File: config.mk
export PLATFORM = sky130hd
export DESIGN_NAME = pmem_wpoll
export DESIGN_NICKNAME = d
export VERILOG_FILES = /design/src/rtl/pmw_pkg.sv /design/src/rtl/pmw_timer.sv /design/src/rtl/pmw_poll_cnt.sv /design/src/rtl/pmw_cmp.sv /design/src/rtl/pmem_wpoll.sv
export SDC_FILE = /design/constraint.sdc
export NUM_CORES = 1
export LEC_CHECK = 0
export BUFFER_PORTS_ARGS = -buffer_cell sky130_fd_sc_hd__buf_4
export CORE_ASPECT_RATIO = 0.7
export CORE_UTILIZATION = 30
export CTS_BUF_LIST = sky130_fd_sc_hd__clkbuf_4 sky130_fd_sc_hd__clkbuf_8
export CTS_CLUSTER_SIZE = 40
export DETAILED_ROUTE_END_ITERATION = 8
export MAX_ROUTING_LAYER = met4
export PLACE_DENSITY_LB_ADDON = 0.15
export RECOVER_POWER = 100
export SYNTH_ARGS = -nofsm -noshare
export SYNTH_HDL_FRONTEND = slang
export SYNTH_HIERARCHICAL = 1
export SYNTH_SLANG_ARGS = --single-unit
File: constraint.sdc
create_clock -name clk -period 2.15 [get_ports clk]
set_input_delay 0.1075 -clock clk [delete_from_list [all_inputs] [get_ports clk]]
set_output_delay 0.1075 -clock clk [all_outputs]
set_load 0.05 [all_outputs]
File: src/rtl/pmw_pkg.sv
package pmw_pkg;

  typedef enum logic [3:0] {
    ST_IDLE,
    ST_WSETUP,
    ST_WPULSE,
    ST_WHOLD,
    ST_GAP,
    ST_RPRE,
    ST_ROE,
    ST_EVAL,
    ST_RESP
  } pmw_state_e;

  typedef enum logic [1:0] {
    K_RAND,
    K_POLL,
    K_VERIFY
  } pmw_kind_e;

  function automatic int pmw_max(input int a, input int b);
    return (a > b) ? a : b;
  endfunction

endpackage

File: src/rtl/pmw_timer.sv
module pmw_timer #(
  parameter int W = 4
) (
  input  logic         clk,
  input  logic         rst_n,
  input  logic         load,
  input  logic [W-1:0] load_val,
  output logic         last
);
  logic [W-1:0] cnt;

  always_ff @(posedge clk) begin
    if (!rst_n)            cnt <= '0;
    else if (load)         cnt <= load_val;
    else if (cnt != '0)    cnt <= cnt - 1'b1;
  end

  assign last = (cnt == '0);

  // once expired and not reloaded, the timer stays expired
  a_r3_timer_holds: assert property (@(posedge clk) disable iff (!rst_n)
    (!load && last) |=> last);

endmodule

File: src/rtl/pmw_poll_cnt.sv
module pmw_poll_cnt #(
  parameter int MAX_POLLS = 8
) (
  input  logic clk,
  input  logic rst_n,
  input  logic clear,
  input  logic inc,
  output logic at_limit
);
  localparam int CW = (MAX_POLLS > 1) ? $clog2(MAX_POLLS) : 1;

  logic [CW-1:0] cnt;

  always_ff @(posedge clk) begin
    if (!rst_n)      cnt <= '0;
    else if (clear)  cnt <= '0;
    else if (inc)    cnt <= cnt + 1'b1;
  end

  assign at_limit = (cnt == CW'(MAX_POLLS - 1));

  // the poll index never passes the last permitted poll
  a_r7_cnt_in_range: assert property (@(posedge clk) disable iff (!rst_n)
    cnt <= CW'(MAX_POLLS - 1));

  // no further poll is requested once the limit poll has been made
  a_r7_no_inc_at_limit: assert property (@(posedge clk) disable iff (!rst_n)
    inc |-> !at_limit);

endmodule

File: src/rtl/pmw_cmp.sv
module pmw_cmp #(
  parameter int DW = 8
) (
  input  logic [DW-1:0] exp_byte,
  input  logic [DW-1:0] got_byte,
  output logic          msb_ok,
  output logic          all_ok
);
  assign msb_ok = (exp_byte[DW-1] == got_byte[DW-1]);
  assign all_ok = (exp_byte == got_byte);
endmodule

File: src/rtl/pmem_wpoll.sv
module pmem_wpoll #(
  parameter int ADDR_W       = 11,
  parameter int DATA_W       = 8,
  parameter int CLK_NS       = 8,
  parameter int WE_MIN_NS    = 10,
  parameter int WE_PULSE_CYC = 2,
  parameter int SETUP_CYC    = 1,
  parameter int ACC_CYC      = 4,
  parameter int OE_CYC       = 2,
  parameter int GAP_CYC      = 1,
  parameter int MAX_POLLS    = 8
) (
  input  logic              clk,
  input  logic              rst_n,
  input  logic              req_valid,
  output logic              req_ready,
  input  logic              req_write,
  input  logic [ADDR_W-1:0] req_addr,
  input  logic [DATA_W-1:0] req_wdata,
  output logic              done,
  output logic              error,
  output logic [DATA_W-1:0] rd_data,
  output logic              mem_ce_n,
  output logic              mem_oe_n,
  output logic              mem_we_n,
  output logic [ADDR_W-1:0] mem_addr,
  output logic [DATA_W-1:0] mem_dq_o,
  output logic              mem_dq_oe,
  input  logic [DATA_W-1:0] mem_dq_i
);
  import pmw_pkg::*;

  localparam int WE_MIN_CYC = WE_MIN_NS / CLK_NS + 1;
  localparam int WE_CYC     = pmw_max(WE_PULSE_CYC, WE_MIN_CYC);
  localparam int SET_CYC    = pmw_max(SETUP_CYC, 1);
  localparam int GAP_EFF    = pmw_max(GAP_CYC, 1);
  localparam int OE_EFF     = pmw_max(OE_CYC, 1);
  localparam int PRE_CYC    = (ACC_CYC > OE_EFF) ? (ACC_CYC - OE_EFF) : 1;
  localparam int T_MAX      = pmw_max(pmw_max(WE_CYC, SET_CYC),
                                      pmw_max(pmw_max(GAP_EFF, OE_EFF), PRE_CYC));
  localparam int TW         = $clog2(T_MAX + 1);
  localparam int RW         = $clog2(WE_CYC + 2) + 1;

  pmw_state_e st_q, st_d;
  pmw_kind_e  kind_q, kind_d;
  logic       resp_err_q, resp_err_d;
  logic [ADDR_W-1:0] addr_q;
  logic [DATA_W-1:0] wdata_q;
  logic [DATA_W-1:0] rd_q;

  logic          accept;
  logic          pc_clear, pc_inc, at_limit;
  logic          t_last, t_load;
  logic [TW-1:0] t_len;
  logic          msb_ok, all_ok;

  // ---------------- sub-blocks ----------------
  pmw_timer #(.W(TW)) u_timer (
    .clk      (clk),
    .rst_n    (rst_n),
    .load     (t_load),
    .load_val (t_len),
    .last     (t_last)
  );

  pmw_poll_cnt #(.MAX_POLLS(MAX_POLLS)) u_polls (
    .clk      (clk),
    .rst_n    (rst_n),
    .clear    (pc_clear),
    .inc      (pc_inc),
    .at_limit (at_limit)
  );

  pmw_cmp #(.DW(DATA_W)) u_cmp (
    .exp_byte (wdata_q),
    .got_byte (rd_q),
    .msb_ok   (msb_ok),
    .all_ok   (all_ok)
  );

  // ---------------- next state ----------------
  always_comb begin
    st_d       = st_q;
    kind_d     = kind_q;
    resp_err_d = resp_err_q;
    accept     = 1'b0;
    pc_clear   = 1'b0;
    pc_inc     = 1'b0;
    unique case (st_q)
      ST_IDLE: begin
        if (req_valid) begin
          accept   = 1'b1;
          pc_clear = 1'b1;
          kind_d   = req_write ? K_POLL : K_RAND;
          st_d     = req_write ? ST_WSETUP : ST_RPRE;
        end
      end
      ST_WSETUP: if (t_last) st_d = ST_WPULSE;
      ST_WPULSE: if (t_last) st_d = ST_WHOLD;
      ST_WHOLD:  if (t_last) st_d = ST_GAP;
      ST_GAP:    if (t_last) st_d = ST_RPRE;
      ST_RPRE:   if (t_last) st_d = ST_ROE;
      ST_ROE:    if (t_last) st_d = ST_EVAL;
      ST_EVAL: begin
        unique case (kind_q)
          K_RAND: begin
            resp_err_d = 1'b0;
            st_d       = ST_RESP;
          end
          K_POLL: begin
            if (msb_ok) begin
              kind_d = K_VERIFY;
              st_d   = ST_GAP;
            end else if (at_limit) begin
              resp_err_d = 1'b1;
              st_d       = ST_RESP;
            end else begin
              pc_inc = 1'b1;
              st_d   = ST_GAP;
            end
          end
          K_VERIFY: begin
            resp_err_d = ~all_ok;
            st_d       = ST_RESP;
          end
          default: st_d = ST_RESP;
        endcase
      end
      ST_RESP: st_d = ST_IDLE;
      default: st_d = ST_IDLE;
    endcase
  end

  // timer reload on every state change with the new state's length
  assign t_load = (st_d != st_q);

  always_comb begin
    unique case (st_d)
      ST_WSETUP: t_len = TW'(SET_CYC - 1);
      ST_WPULSE: t_len = TW'(WE_CYC - 1);
      ST_GAP:    t_len = TW'(GAP_EFF - 1);
      ST_RPRE:   t_len = TW'(PRE_CYC - 1);
      ST_ROE:    t_len = TW'(OE_EFF - 1);
      default:   t_len = '0;
    endcase
  end

  // ---------------- registers ----------------
  always_ff @(posedge clk) begin
    if (!rst_n) begin
      st_q       <= ST_IDLE;
      kind_q     <= K_RAND;
      resp_err_q <= 1'b0;
      addr_q     <= '0;
      wdata_q    <= '0;
      rd_q       <= '0;
    end else begin
      st_q       <= st_d;
      kind_q     <= kind_d;
      resp_err_q <= resp_err_d;
      if (accept) begin
        addr_q  <= req_addr;
        wdata_q <= req_wdata;
      end
      if (st_q == ST_ROE && t_last) rd_q <= mem_dq_i;
    end
  end

  // ---------------- outputs ----------------
  assign req_ready = (st_q == ST_IDLE);
  assign done      = (st_q == ST_RESP) && !resp_err_q;
  assign error     = (st_q == ST_RESP) &&  resp_err_q;
  assign rd_data   = rd_q;

  assign mem_addr  = addr_q;
  assign mem_dq_o  = wdata_q;
  assign mem_dq_oe = (st_q == ST_WSETUP) || (st_q == ST_WPULSE) || (st_q == ST_WHOLD);
  assign mem_we_n  = (st_q != ST_WPULSE);
  assign mem_oe_n  = (st_q != ST_ROE);
  assign mem_ce_n  = !((st_q == ST_WSETUP) || (st_q == ST_WPULSE) || (st_q == ST_WHOLD) ||
                       (st_q == ST_RPRE)   || (st_q == ST_ROE));

  // ---------------- assertions ----------------
  logic [RW-1:0] we_run;
  always_ff @(posedge clk) begin
    if (!rst_n)                     we_run <= '0;
    else if (mem_we_n)              we_run <= '0;
    else if (we_run != {RW{1'b1}})  we_run <= we_run + 1'b1;
  end

  a_r2_we_frame: assert property (@(posedge clk) disable iff (!rst_n)
    !mem_we_n |-> (!mem_ce_n && mem_oe_n));

  a_r2_addr_hold: assert property (@(posedge clk) disable iff (!rst_n)
    !mem_we_n |-> $stable(mem_addr));

  a_r2_we_width: assert property (@(posedge clk) disable iff (!rst_n)
    $rose(mem_we_n) |-> (we_run >= RW'(WE_MIN_CYC)));

  a_r2_data_at_rise: assert property (@(posedge clk) disable iff (!rst_n)
    $rose(mem_we_n) |-> mem_dq_oe);

  a_r4_no_contention: assert property (@(posedge clk) disable iff (!rst_n)
    !mem_oe_n |-> !mem_dq_oe);

  a_r4_release_first: assert property (@(posedge clk) disable iff (!rst_n)
    $fell(mem_oe_n) |-> !$past(mem_dq_oe));

  a_r5_standby_after_read: assert property (@(posedge clk) disable iff (!rst_n)
    $rose(mem_oe_n) |-> mem_ce_n);

  a_r5_standby_after_write: assert property (@(posedge clk) disable iff (!rst_n)
    $fell(mem_dq_oe) |-> mem_ce_n);

  a_r10_exclusive: assert property (@(posedge clk) disable iff (!rst_n)
    !(done && error));

  a_r1_ready_drops: assert property (@(posedge clk) disable iff (!rst_n)
    (req_valid && req_ready) |=> !req_ready);

  a_r1_ready_returns: assert property (@(posedge clk) disable iff (!rst_n)
    (done || error) |=> req_ready);

endmodule

==> summary.md <==
| Metric | Value |
|---|---|
| Async SR Flop Fraction | `0%` |
| Initial Util | `31.4%` |
| RSZ-0062 raised after global routing | `no` |
| Placed insts | `between 300 and 400` |
| Die width | `99.1 um` |
| Worst EP arrival | `roughly 2200 ps` |
| Clk_skew | `6.32 ps` |
| Gpl congestion | `0.759` |
| Synth Cell Area | `~0.0020 sq mm` |
| Post-route design area | `0.00252 sq mm` |
| Status | `finished, final reports clean` |
| Vias per inst | `roughly 4.6` |
| CTS tree | `done` |
| CP Cell Sequence | `nor2_1 -> or3b_1 -> a21oi_1 -> o22ai_1 -> nand2b_1 -> o31ai_2` |
| CTS Buffer Depth | `2` |
| Final period utilization | `~90%` |
| Routed len/inst | `12.2 um` |
| Cells after synthesis | `230` |
| H-tree depth | `2` |
| Port Buffers | `64` |
| Antenna cell count | `0` |
| Tot GR Track Use | `14.3%` |
| Post-CTS setup buffer count | `0` |
| Fraction of layout cells with a size suffix above 1 | `around 18%` |
| YS warnings | `6` |
| Synthesized net count | `267` |
| Fin Hold WS | `52.5 ps` |
| Critical path startpoint category | `register` |
| Clk_lat worst skew | `290 ps` |
| Synth area leader | `dfxtp_1` |
| Die Area | `0.00693 sq mm` |
| Synth area leaders | `dfxtp_1, nand2_1, a21boi_1, mux2i_1, nor2b_1` |
| PD cells | `1110 mW/mm^2` |
| Synth top area share | `39.4%` |
| Min Tclk post-route | `slightly below 2000 ps` |
| First-pass GRT wire length | `7620 um` |
| CTS Sinks | `39` |
| Peak VDD IR | `0.000339 V` |
| Final net count | `331` |
| Final setup viols | `0` |
| Cell leakage power | `1.03 nW` |
| Initial antenna violation count | `0` |
| Initial drt markers | `40` |
| Dpl hpwl | `3290 um` |
| Post-synth EDFFs | `0` |
| Critical Path Max Stage Delay | `540 ps` |
| Clock transition at the registers of the reported paths | `80 ps` |
| Drt first pass iters | `4` |
| Mux contribution to synthesized area | `5.56%` |
| F_max | `516 MHz` |
| Worst EP required | `between 2000 and 2500 ps` |
| Most used flip-flop cell after synthesis | `dfxtp_1` |
| Final Hold Fails | `0` |
| Xor/xnor share of the synthesized area | `under 10%` |
| Family with the most delay on the worst path | `simple AND/OR/NAND/NOR gates` |
| Synth cell types | `45` |
| Slowest-stage cell, CP | `dfxtp_1` |
| # DRC | `0` |
| Mapped Avg Cell Area | `8.61 sq um` |
| Num ports | `65` |
| Seq/Total Area, Yosys | `39.4%` |
| Top cells by count, synth | `nand2_1, dfxtp_1, a21boi_1` |
| Cts bufs inserted | `5` |
| Number of global-route vias before repair | `1623` |
| Seq cells post-synth | `39` |
| Die H | `roughly 70 um` |
| Final non-filler cell total | `373` |
| Worst hold path class | `input port to register` |
| Post-synthesis adder-cell area fraction | `3.79%` |
| Cell with the most instances after synthesis | `nand2_1` |
| Post-cts gate resize count | `0` |
| Aggregate routed wire length | `4560 um` |
| Post-route ant nets | `0` |
| Compound-Gate Fraction of Synth Area | `approximately 16%` |
| Cts hold-fix bufs | `0` |
| WS Path Type | `register to register` |
| Core area | `0.00631 sq mm` |
| Slew Viols, Final | `0` |
| Crit Path Max Fanout | `10` |
| Synth Area in Simple Gates | `approximately a quarter` |
| Flop2flop setup slack | `210 ps` |
| Row Count | `24` |
| Slew headroom | `58.2%` |
| Clock Tree Root | `clkbuf_8` |
| Vias | `1723` |
| CP Buf/Inv Count | `0` |
| Largest net degree at the start of global routing | `37` |
| Setup TNS | `0 ps` |
| Maxcap violations | `0` |
| Largest family of logic cells by synthesized area | `simple AND/OR/NAND/NOR gates` |
| Least-Margin Pin Slew | `630 ps` |
| Placed Area | `0.00255 sq mm` |
| Area grow syn2layout | `27.1%` |
| CP endpoint kind | `register` |
| Total congestion overflow | `0` |
==> path summary, 6_finish.rpt <==
path,startpoint,endpoint,cells after the start
hold / removal,req_addr[1],mem_addr[1]$_SDFFE_PN0P_,3
hold reg to reg,mem_addr[1]$_SDFFE_PN0P_,mem_addr[1]$_SDFFE_PN0P_,2
setup reg to reg,st_q[1]$_SDFF_PN0_,u_timer/cnt[1]$_SDFFE_PN0P_,6
setup / recovery,st_q[1]$_SDFF_PN0_,u_timer/cnt[1]$_SDFFE_PN0P_,6
==> stage by stage <==
stage	util [%]	total power, mW	setup WS [ps]
final	39.9	2.78	212
after global routing	39.9	2.99	47.4
after CTS	42.2	2.96	242
after detailed placement	40.4	2.33	267
after global placement	40.4	2.33	297
after floorplan	-	1.96	115
==> worst reg2reg max path: cells and delay by family (launching register included) <==
| family | cells | cell delay, ps |
|---|---|---|
| flip-flops | 1 | 540 |
| AO/OA/AOI/OAI | 3 | 550 |
| AND/OR/NAND/NOR | 3 | 780 |
==> where the power goes <==
group / total (mW) / internal (mW) / switching [mW]
Combinational: 1.24 / 0.390 / 0.847
Sequential: 0.933 / 0.824 / 0.109
Clock: 0.614 / 0.346 / 0.269
Total: 2.78 / 1.56 / 1.22
==> cells by family after synthesis <==
| logic type | count (synthesis) |
|---|---|
| flops | 39 |
| simple gates | 101 |
| mux | 11 |
| xor+xnor | 10 |
| buf+inv | 19 |
| other cells | 1 |
| compound gates | 43 |
| fa+ha+maj | 6 |
==> sequential cells by signal, indices dropped and copies added, names as in the netlist <==
signal	flops
kind_q	2
mem_addr	11
mem_dq_o	8
rd_data	8
resp_err_q	1
st_q	4
u_polls/cnt	3
u_timer/cnt	2
==> layer usage <==
metal,wire length [um],vias to the layer above,GRT usage (%)
li1,-,904,-
met2,1900,41,20.7
met1,2340,771,19.1
met5,0,-,-
met3,255,7,4.00
met4,61,0,4.90
==> layout by cell type, fill, tap and decap left out, drive strengths merged, types with 2 or more instances in the layout <==
cell type	Yosys	final
clkbuf	5	40
clkinv	0	2
nand4	2	2
nand2b	6	6
nand2	47	47
a22oi	2	2
and3	2	2
nor2	10	10
a31oi	2	2
dfxtp	39	39
and3b	3	3
nand3	8	8
xnor2	9	9
nor3	2	2
a21oi	6	6
inv	6	6
ha	6	6
a21boi	20	20
buf	8	35
mux2i	11	11
o21ai	4	4
nor2b	13	13
o31ai	2	2
and2b	2	2
==> area by class of cell <==
| cell class | instances | area [sq um] |
|---|---|---|
| clock buffer | 5 | 68.8 |
| clock inverter | 3 | 43.8 |
| fill | 693 | 3790 |
| inverter | 6 | 22.5 |
| multi-input combinational | 172 | 1100 |
| sequential | 39 | 781 |
| tap | 78 | 97.6 |
| timing repair buffer | 70 | 399 |
(Power assumes the default switching activity.)
